<file path="src/rtl/byte_bank_mem_pkg.sv">
package byte_bank_mem_pkg;

  localparam int LANES = 2;

  typedef struct packed {
    logic [LANES-1:0] wrLane;
    logic [LANES-1:0] rdLane;
  } laneStrobe_t;

endpackage

</file>
<file path="src/rtl/byte_bank_mem_ctrl.sv">
module byte_bank_mem_ctrl
  import byte_bank_mem_pkg::*;
#(
  parameter int ADDR_W = 20,
  parameter int LOC_W  = 6
) (
  input  logic [ADDR_W-1:0] addr,
  input  logic              hiEnN,
  input  logic              rdEn,
  input  logic              wrEn,
  output laneStrobe_t       strobe,
  output logic [LOC_W-1:0]  loc
);

  logic [LANES-1:0] laneSel;
  logic             unusedAddrBits;

  // lane 0: even bank, active-low bit 0; lane 1: odd bank, active-low enable
  assign laneSel[0] = ~addr[0];
  assign laneSel[1] = ~hiEnN;

  assign strobe.wrLane = laneSel & {LANES{wrEn}};
  assign strobe.rdLane = laneSel & {LANES{rdEn}};

  assign loc = addr[LOC_W:1];

  generate
    if (ADDR_W > LOC_W + 1) begin : g_alias
      assign unusedAddrBits = ^addr[ADDR_W-1:LOC_W+1];
    end else begin : g_full
      assign unusedAddrBits = 1'b0;
    end
  endgenerate

endmodule

</file>
<file path="src/rtl/byte_bank_mem_datapath.sv">
module byte_bank_mem_datapath
  import byte_bank_mem_pkg::*;
#(
  parameter int LOC_W  = 6,
  parameter int LANE_W = 8
) (
  input  logic                    clk,
  input  logic                    rstN,
  input  laneStrobe_t             strobe,
  input  logic [LOC_W-1:0]        loc,
  input  logic [LANES*LANE_W-1:0] wrData,
  output logic [LANES*LANE_W-1:0] rdData,
  output logic [LANES-1:0]        laneOe
);

  localparam int DEPTH = 1 << LOC_W;

  generate
    for (genvar g = 0; g < LANES; g++) begin : g_bank
      logic [LANE_W-1:0] store [DEPTH];
      logic [LANE_W-1:0] rdByte;
      logic              rdOe;

      always_ff @(posedge clk) begin
        if (strobe.wrLane[g]) begin
          store[loc] <= wrData[g*LANE_W +: LANE_W];
        end
      end

      always_ff @(posedge clk) begin
        if (!rstN) begin
          rdByte <= '0;
          rdOe   <= 1'b0;
        end else begin
          rdOe   <= strobe.rdLane[g];
          rdByte <= strobe.rdLane[g] ? store[loc] : '0;
        end
      end

      assign rdData[g*LANE_W +: LANE_W] = rdByte;
      assign laneOe[g] = rdOe;
    end
  endgenerate

endmodule

</file>
<file path="src/rtl/byte_bank_mem.sv">
module byte_bank_mem
  import byte_bank_mem_pkg::*;
#(
  parameter int ADDR_W = 20,
  parameter int LOC_W  = 6,
  parameter int LANE_W = 8
) (
  input  logic                clk,
  input  logic                rstN,
  input  logic [ADDR_W-1:0]   addr,
  input  logic                hiEnN,
  input  logic                rdEn,
  input  logic                wrEn,
  input  logic [2*LANE_W-1:0] wrData,
  output logic [2*LANE_W-1:0] rdData,
  output logic [1:0]          laneOe
);

  laneStrobe_t      strobe;
  logic [LOC_W-1:0] loc;

  byte_bank_mem_ctrl #(
    .ADDR_W(ADDR_W),
    .LOC_W (LOC_W)
  ) u_ctrl (
    .addr  (addr),
    .hiEnN (hiEnN),
    .rdEn  (rdEn),
    .wrEn  (wrEn),
    .strobe(strobe),
    .loc   (loc)
  );

  byte_bank_mem_datapath #(
    .LOC_W (LOC_W),
    .LANE_W(LANE_W)
  ) u_dp (
    .clk   (clk),
    .rstN  (rstN),
    .strobe(strobe),
    .loc   (loc),
    .wrData(wrData),
    .rdData(rdData),
    .laneOe(laneOe)
  );

endmodule

</file>
<file path="config.mk">
export PLATFORM = sky130hd
export DESIGN_NAME = byte_bank_mem
export DESIGN_NICKNAME = d
export VERILOG_FILES = /design/src/rtl/byte_bank_mem_pkg.sv /design/src/rtl/byte_bank_mem_ctrl.sv /design/src/rtl/byte_bank_mem_datapath.sv /design/src/rtl/byte_bank_mem.sv
export SDC_FILE = /design/constraint.sdc
export NUM_CORES = 1
export LEC_CHECK = 0
export ABC_AREA = 1
export CELL_PAD_IN_SITES_DETAIL_PLACEMENT = 1
export CELL_PAD_IN_SITES_GLOBAL_PLACEMENT = 2
export CORE_MARGIN = 5
export CORE_UTILIZATION = 42
export DETAILED_ROUTE_END_ITERATION = 16
export GPL_ROUTABILITY_DRIVEN = 0
export PLACE_DENSITY_LB_ADDON = 0.05
export RECOVER_POWER = 100
export SYNTH_ARGS = -nofsm -noshare
export SYNTH_HDL_FRONTEND = slang
export SYNTH_SLANG_ARGS = --single-unit
</file>
<file path="constraint.sdc">
create_clock -name clk -period 2.9 [get_ports clk]
set_input_delay 0.58 -clock clk [delete_from_list [all_inputs] [get_ports clk]]
set_output_delay 0.58 -clock clk [all_outputs]
set_load 0.03 [all_outputs]
</file>
==> Flow_metrics.wiki, run 1 <==
{| class="wikitable"
! Metric !! Value
|-
| Slowest Stage Delay on Critical Path || approximately 690 ps
|-
| Crit path required time || 3240 ps
|-
| Power density relative to cell area || roughly 660 nW/um2
|-
| Standard cell with the maximum stage delay on the critical path || dlygate4sd3_1
|-
| Violated checks || max-capacitance violations, max-slew violations
|-
| R2R setup slack || about 1400 ps
|-
| Number of global-route vias before repair || between 30k and 40k
|-
| Number of flops mapped to enable cells by yosys || 1024
|-
| Netlist cell types || 23
|-
| Most common library cells after synthesis || nand2_1, edfxtp_1, buf_2
|-
| Total global-route track usage || 0.2339
|-
| Mapped Area || around 44000 um2
|-
| Simple-gate share of the synthesized area || 0.2644
|-
| Drt pass-1 iters || 5
|-
| Power, Total || approximately 33 mW
|-
| Maximum VDD drop || between 0.5 and 0.6 mV
|-
| Number of nets in the final layout || between 4k and 5k
|-
| Clock root buffer || clkbuf_16
|-
| Total DRC errors in the routed layout || 0
|-
| Setup repair after global routing missed its margin || false
|-
| Sequential element share of the synthesized area || 0.7037
|-
| LEAKAGE || between 20 and 25 nW
|-
| Synthesized-area fraction occupied by xor and xnor cells || 0
|-
| Worst r2r src || u_dp.g_bank[1].store[46][4]$_DFFE_PP_
|-
| Number of antenna violations at the first check in global routing || 8
|-
| WL per Instance || 21.87 um
|-
| Reg-to-reg endpoint || u_dp.g_bank[1].rdByte[4]$_SDFF_PN0_
|-
| Count of state elements after synthesis || ~1.0k
|-
| Core area || approximately 100000 um2
|-
| Hold_ws || just under 400 ps
|-
| Diodes inserted || 0
|-
| Fraction of final layout cells with drive strength greater than 1 || 0.07830
|-
| Final worst path period share || 0.9149
|-
| Yosys synthesis warning count || 0
|-
| Inserted Clock Buffers || between 100 and 150
|-
| Area added between synthesis and finish || 15.06%
|-
| Wire length of the first global-routing pass || ~200000 um
|-
| Count of standard-cell rows || between 100 and 150
|-
| Final min period || ~2700 ps
|-
| Number of nets with antenna violations after routing || 0
|-
| Crit. Startpoint || addr[4]
|-
| Library cell with the highest instance count after synthesis || nand2_1
|-
| Count of routing violations after the opening detailed-route iteration || roughly 2.2k
|-
| Final core utilization || 0.4846
|-
| Startpoint types || primary input
|-
| Tightest Hold Check Type || in -> reg
|-
| Proportion of synthesized area in mux cells || 0
|-
| Cell breakdown of the critical path || dlygate4sd3_1, clkinvlp_2, nor3_4, inv_1, nor3_1, clkbuf_1
|-
| Fraction of the mapped netlist area in adder cells || 0
|-
| Number of buffers added for setup after CTS || 0
|-
| Clk Latency, worst-skew pair || approximately 710 ps
|-
| Largest family of logic cells by synthesized area || simple AND/OR/NAND/NOR gates
|-
| CTS Sinks || roughly 1.0k
|-
| Number of gates given a new drive strength after cts || 0
|-
| Clock transition at the registers of the reported paths || about 60 ps
|-
| Leading cell types by total area after synthesis || edfxtp_1, nand2_1, buf_2
|-
| Share of synthesized registers carrying an async set or reset || 0
|-
| Post-placement worst setup slack || approximately 120 ps
|-
| Max Buffers Root-to-Sink || 3
|-
| Number of instances in the synthesized netlist || 4354
|-
| Least setup slack across all paths after layout || roughly 250 ps
|-
| I/O pin count || just under 60
|-
| Number of buffers inserted for hold repair after clock tree synthesis || 0
|-
| Max Freq || around 0.38 GHz
|-
| Leftover overflow at the end of global routing || 0
|-
| Path type of the worst setup path || in -> reg
|-
| Commonest register cell after synthesis || edfxtp_1
|-
| Logic depth of the worst setup path including buffers || 6
|-
| Final Hold Vio Count || 0
|-
| Maximum number of pins on one net before global-route repair || 114
|-
| Avg Synthesized Cell Area || between 10 and 15 um2
|-
| Synthesized-area fraction occupied by ao, oa, aoi and oai cells || 0.004019
|-
| Top fanout value on the critical path || 16
|-
| Total negative setup slack || 0 ps
|-
| Synthesized netlist net count || 4395
|-
| Share of Yosys cell area claimed by the top area cell type || 0.6956
|-
| Worst clock skew || around 17 ps
|-
| Worst reg2reg path depth || 8
|-
| Final setup violation count || 0
|-
| Buf/Inv on CP || 4
|-
| Relative max-transition margin || -0.4860
|-
| Initial Util || 0.4211
|-
| TritonCTS clock tree || done
|-
| Run status || complete, but fails checks
|-
| Port-buffer cells || 45
|-
| Cell taking the most area after synthesis || edfxtp_1
|-
| Hold depth || 1
|-
| Die extent in x || 334.4 um
|-
| Die height || 334.4 um
|-
| Die area || approximately 110000 um2
|-
| Count of max-cap constraint violations || 14
|-
| Total wirelength of the detailed-routed design || 132100 um
|-
| H-tree Lvls || 3
|-
| Number of vias in the routed layout || around 30k
|-
| Least-Margin Pin Slew || roughly 2200 ps
|-
| Crit path arrival time || roughly 3000 ps
|-
| Number of pins with negative max-slew slack in the final report || slightly above 700
|-
| Post-detailed-placement half-perimeter wirelength || between 80000 and 90000 um
|-
| Average via count per standard cell || between 5 and 6
|-
| Cell type group with the largest total delay on the critical path || buffers and inverters
|-
| CP Capture Type || flop
|-
| Layout filler cell count || between 10k and 15k
|-
| End of the critical path || u_dp.g_bank[1].store[59][4]$_DFFE_PP_
|}
cells by family after synthesis:
family	count (synthesis)
AOI/OAI and AO/OA	32
buffers and inverters	267
DFF	1042
and+or+nand+nor	3013
placed cells by master, fill, tap and decap left out:
cell type	count
o21ai_0	7
clkinvlp_4	6
clkbuf_1	136
a21oi_1	16
buf_12	35
clkinvlp_2	1
o211ai_1	7
nor2_1	43
nand2_1	2820
clkdlybuf4s50_1	6
buf_8	2
clkinv_4	2
o21ai_1	2
buf_2	6
inv_6	5
clkinv_8	2
inv_4	2
nor3_2	3
clkbuf_16	117
nor3_1	131
nand3_1	4
dlygate4sd3_1	20
edfxtp_1	1024
bufinv_16	13
buf_4	94
nor2_2	1
dfxtp_1	18
clkbuf_2	31
clkinv_2	25
inv_8	2
clkbuf_8	4
clkinv_1	25
or2_0	1
inv_2	3
nand2_2	3
nor3_4	4
inv_1	25
or2_2	3
how the worst min path moves through the flow:
stage	to	slack, ps	start
4_1_cts	u_dp.g_bank[1].store[38][5]$_DFFE_PP_	200	wrData[13]
3_3_place_gp	u_dp.g_bank[1].rdByte[4]$_SDFF_PN0_	830	u_dp.g_bank[1].store[23][4]$_DFFE_PP_
6_report	u_dp.g_bank[0].store[53][1]$_DFFE_PP_	390	wrData[1]
2_1_floorplan	u_dp.g_bank[1].rdByte[4]$_SDFF_PN0_	670	u_dp.g_bank[1].store[47][4]$_DFFE_PP_
5_1_grt	u_dp.g_bank[1].store[38][5]$_DFFE_PP_	380	wrData[13]
3_5_place_dp	u_dp.g_bank[1].rdByte[4]$_SDFF_PN0_	870	u_dp.g_bank[1].store[23][4]$_DFFE_PP_
layout make-up:
class / instances / area (um2) / area share
Multi-Input combinational cell: 3045 / 11750 / 0.2309
Sequential cell: 1042 / 31110 / 0.6116
Inverter: 33 / 145.1 / 0.002853
Tap cell: 1391 / 1740 / 0.03422
Clock inverter: 78 / 748.2 / 0.01471
Clock buffer: 139 / 3050 / 0.05997
Timing Repair Buffer: 312 / 2325 / 0.04571
metrics by stage:
step,cells,cell area (um2)
finish,6040,50860
global route,6040,50860
CTS,6040,51560
detailed placement,5823,47770
global placement,5823,47770
floorplan,4354,44210
metal layers:
layer	track usage	wire length, um	up-vias	part of all wire
li1	-	-	14571	-
met1	0.3396	62470	15100	0.47
met2	0.3785	61150	579	0.46
met3	0.03294	6216	139	0.047
met4	0.05255	2264	2	0.017
met5	0	13	-	0.000098
registers in the layout, summed over array words and instances, names as in the netlist:
register            cells
u_dp.g_bank.store    1024
u_dp.g_bank.rdByte     16
u_dp.g_bank.rdOe        2
power by group:
| group | internal [mW] | total [mW] | switching, mW |
|---|---|---|---|
| Combinational | 0.518 | 2.16 | 1.64 |
| Clock | 8.62 | 14.6 | 5.95 |
| Sequential | 16.6 | 16.6 | 0.0246 |
| Total | 25.8 | 33.4 | 7.61 |
(Power assumes the default switching activity.)
==> run 2: changes to the inputs <==
--- a/config.mk
+++ b/config.mk
@@ -6,6 +6,7 @@
 export NUM_CORES = 1
 export LEC_CHECK = 0
 export ABC_AREA = 1
+export CAP_MARGIN = 0
 export CELL_PAD_IN_SITES_DETAIL_PLACEMENT = 1
 export CELL_PAD_IN_SITES_GLOBAL_PLACEMENT = 2
 export CORE_MARGIN = 5
==> results of run 2 <==
No change in the layout: final DEF, timing and power equal those of run 1.
==> run 3: changes to the inputs <==
--- a/config.mk
+++ b/config.mk
@@ -17,4 +17,5 @@
 export RECOVER_POWER = 100
 export SYNTH_ARGS = -nofsm -noshare
 export SYNTH_HDL_FRONTEND = slang
+export SYNTH_HIERARCHICAL = 1
 export SYNTH_SLANG_ARGS = --single-unit
==> run 3 against run 2 <==
Effect of this change:
- the flow still finishes with violations (max-capacitance violations, max-slew violations)
- worst setup slack lost 39 ps
- die area is essentially flat
- flip-flop and latch count is the same
- first-iteration DRC count shrank 11%
- clock skew grew 5.6 ps
- non-clock buffer count grew 13
- fmax shrank 1.4%
==> Flow_metrics.wiki, run 3 <==
{| class="wikitable"
! Metric !! Value
|-
| Number of buffers inserted for hold repair after clock tree synthesis || 0 (unchanged)
|-
| Max Buffers Root-to-Sink || 3 (unchanged)
|-
| Count of state elements after synthesis || 1042 (unchanged)
|-
| H-tree Lvls || 3 (unchanged)
|-
| Total negative setup slack || 0 ps (unchanged)
|-
| Most common library cell in the layout ignoring fill and taps || nand2_1
|-
| Library cell with the highest instance count after synthesis || nand2_1
|-
| Highest metal layer used by the detailed router || met4
|-
| Least-Margin Pin Slew || 1864 ps (-365.1 ps)
|-
| Final worst path period share || 0.9283 (+0.01338)
|-
| Run status || complete, but fails checks
|-
| Post-Layout Cell Count || 6038 (-0.033%)
|-
| Share of Yosys cell area claimed by the top area cell type || 0.6954 (about the same)
|-
| Top register by number of flip-flops || u_dp/g_bank.store
|-
| Reg-to-reg endpoint || u_dp/g_bank[0].rdByte[1]$_SDFF_PN0_
|-
| Routed wire length on met2 || 60020 um (-1.8%)
|-
| Worst reg2reg path depth || 10 (+2)
|-
| Layout filler cell count || 11.52k (+0.13%)
|-
| Total global-route track usage || 0.2327 (-0.001245)
|-
| End of the critical path || u_dp/g_bank[0].store[10][0]$_DFFE_PP_
|-
| Core area || 105000 um2 (unchanged)
|-
| Met3 routed WL || 6153 um (-1.0%)
|-
| Worst r2r src || u_dp/g_bank[0].store[50][1]$_DFFE_PP_
|-
| Setup repair after global routing missed its margin || false
|-
| Number of pins with negative max-slew slack in the final report || 535 (-24%)
|-
| LEAKAGE || 20.83 nW (-0.58%)
|-
| Path type of the worst setup path || in -> reg
|-
| Power, Total || 32.81 mW (-1.7%)
|-
| Max reg flops || 1024 (unchanged)
|-
| CP Capture Type || flop
|-
| Number of flops mapped to enable cells by yosys || 1024 (unchanged)
|-
| Maximum number of pins on one net before global-route repair || 77 (-32%)
|-
| Sequential element share of the synthesized area || 0.7035 (about the same)
|-
| Crit path required time || 3220 ps (-20 ps)
|-
| Dpl cell area || 47740 um2 (about the same)
|-
| Mapped Area || 44220 um2 (about the same)
|-
| Final min period || 2692 ps (+38.79 ps)
|-
| Hold path startpoint || wrData[15]
|-
| Largest family of logic cells by synthesized area || simple AND/OR/NAND/NOR gates
|-
| Drt pass-1 iters || 7 (+2)
|-
| Netlist cell types || 24 (+4.3%)
|-
| Area added between synthesis and finish || 14.46%
|-
| Clock transition at the registers of the reported paths || 60 ps (about the same)
|-
| Initial Util || 0.4213 (about the same)
|-
| Final Hold Vio Count || 0 (unchanged)
|-
| Power density relative to cell area || 648.3 nW/um2 (-1.2%)
|-
| Count of standard-cell rows || 119 (unchanged)
|-
| Worst clock skew || 23.03 ps (+5.570 ps)
|-
| Final setup violation count || 0 (unchanged)
|-
| Cell taking the most area after synthesis || edfxtp_1
|-
| Share of synthesized registers carrying an async set or reset || 0 (unchanged)
|-
| Die height || 334.5 um (about the same)
|-
| R2R setup slack || 1410 ps (+50 ps)
|-
| Crit path arrival time || 3010 ps (+20 ps)
|-
| I/O pin count || 59 (unchanged)
|-
| WL per Instance || 21.73 um (-0.64%)
|-
| Commonest register cell after synthesis || edfxtp_1
|-
| Maximum VDD drop || 0.5388 mV (+7.3%)
|-
| Die extent in x || 334.5 um (about the same)
|-
| Number of global-route vias before repair || 30.66k (-0.77%)
|-
| Number of nets in the final layout || 4601 (+0.24%)
|-
| Fraction of the mapped netlist area in adder cells || 0 (unchanged)
|-
| Hold_ws || 265.3 ps (-122.2 ps)
|-
| Count of max-cap constraint violations || 13 (-1)
|-
| Fraction of final layout cells with drive strength greater than 1 || 0.07103 (-0.007268)
|-
| Count of routing violations after the opening detailed-route iteration || 1985 (-11%)
|-
| Violated checks || max-capacitance violations, max-slew violations
|-
| Relative max-transition margin || -0.2426 (+0.2434)
|-
| Total DRC errors in the routed layout || 0 (unchanged)
|-
| Top fanout value on the critical path || 16 (unchanged)
|-
| Number of gates given a new drive strength after cts || 0 (unchanged)
|-
| Synthesized-area fraction occupied by ao, oa, aoi and oai cells || 0.004188 (+0.0001688)
|-
| Die area || 111900 um2 (about the same)
|-
| Number of vias in the routed layout || 30.40k (+0.023%)
|-
| Final standard cell area without fillers || 50610 um2 (-0.49%)
|-
| Crit. Startpoint || addr[6]
|-
| Number of nets with antenna violations after routing || 0 (unchanged)
|-
| Number of buffers added for setup after CTS || 0 (unchanged)
|-
| Number of antenna violations at the first check in global routing || 12 (+4)
|-
| Proportion of synthesized area in mux cells || 0 (unchanged)
|-
| Leftover overflow at the end of global routing || 0 (unchanged)
|-
| Synthesized netlist net count || 4404 (+0.20%)
|-
| Biggest regs || u_dp/g_bank.store: 1024 flops, u_dp/g_bank.rdByte: 16 flops, u_dp/g_bank.rdOe: 2 flops
|-
| Average via count per standard cell || 5.034 (about the same)
|-
| Inserted Clock Buffers || 112 (-2.6%)
|-
| Clock root buffer || clkbuf_16
|-
| Tightest Hold Check Type || in -> reg
|-
| Wire length of the first global-routing pass || 195300 um (-0.38%)
|-
| Clk Latency, worst-skew pair || 690 ps (-20 ps)
|-
| Max Freq || 0.3715 GHz (-1.4%)
|-
| Synthesized-area fraction occupied by xor and xnor cells || 0 (unchanged)
|-
| Most frequent cells in the layout || nand2_1, edfxtp_1, clkbuf_1, nor3_1, clkbuf_16
|-
| Avg Synthesized Cell Area || 10.13 um2 (-0.18%)
|-
| # placed instances || 5837 (+0.24%)
|-
| Leading cell types by total area after synthesis || edfxtp_1, nand2_1, buf_2
|-
| Metal-1 WL || 62320 um (-0.25%)
|-
| Yosys synthesis warning count || 6 (+6)
|-
| Port-buffer cells || 45 (unchanged)
|-
| Most common library cells after synthesis || nand2_1, edfxtp_1, buf_2
|-
| Post-detailed-placement half-perimeter wirelength || 83450 um (+3.5%)
|-
| Number of instances in the synthesized netlist || 4363 (+0.21%)
|-
| Total wirelength of the detailed-routed design || 131200 um (-0.67%)
|-
| Simple-gate share of the synthesized area || 0.2617 (-0.002727)
|-
| Startpoint types || primary input
|-
| TritonCTS clock tree || done
|-
| CTS Sinks || 1042 (unchanged)
|}
run 3: worst max-delay path, stage by stage:
cell	delay, ps
dlygate4sd3_1	650
buf_4	200
nor3_1	270
clkbuf_4	210
inv_1	380
nor3_1	280
clkbuf_1	420
run 3: worst min path at each step:
stage / cells past startpoint / to
detailed placement: 6 / u_dp/g_bank[1].rdByte[6]$_SDFF_PN0_
CTS: 1 / u_dp/g_bank[1].store[39][7]$_DFFE_PP_
finish: 1 / u_dp/g_bank[1].store[39][7]$_DFFE_PP_
floorplan: 6 / u_dp/g_bank[1].rdByte[6]$_SDFF_PN0_
global route: 1 / u_dp/g_bank[1].store[39][7]$_DFFE_PP_
global placement: 6 / u_dp/g_bank[1].rdByte[6]$_SDFF_PN0_
run 3: layout make-up:
| cell class | count | area (um2) | area share |
|---|---|---|---|
| Sequential cell | 1042 | 31110 | 0.6146 |
| Clock inverter | 55 | 573.1 | 0.01132 |
| Inverter | 33 | 143.9 | 0.002843 |
| Antenna cell | 1 | 2.502 | 0.00004944 |
| Timing Repair Buffer | 325 | 2367 | 0.04677 |
| Clock buffer | 145 | 2988 | 0.05903 |
| Tap cell | 1391 | 1740 | 0.03439 |
| Multi-Input combinational cell | 3046 | 11690 | 0.2310 |
run 3: layer usage:
metal,up-vias,GRT usage
met5,-,0
met4,0,0.05452
met3,164,0.03028
met2,568,0.3720
met1,15086,0.3424
li1,14580,-
run 3: cell families (layout without fill, tap and decap cells):
family | count (synthesis) | count (layout)
simple gates | 3013 | 3013
other cells | 0 | 1
flops | 1042 | 1042
buf+inv | 275 | 558
compound gates | 33 | 33
run 3: power by group:
part           internal (mW)  total [mW]  leakage (nW)  switching [mW]
combinational          0.526        2.15          9.74            1.63
clock                   8.26        14.0          1.74            5.76
sequential              16.6        16.6          9.35          0.0252
total                   25.4        32.8          20.8            7.41
run 3: stage by stage:
step                      utilization  setup slack, ps
after detailed placement       0.4548            154.6
after floorplan                     -            250.4
after global routing           0.4822            155.3
after global placement         0.4548            179.7
final                          0.4822            208.0
after CTS                      0.4887            280.9
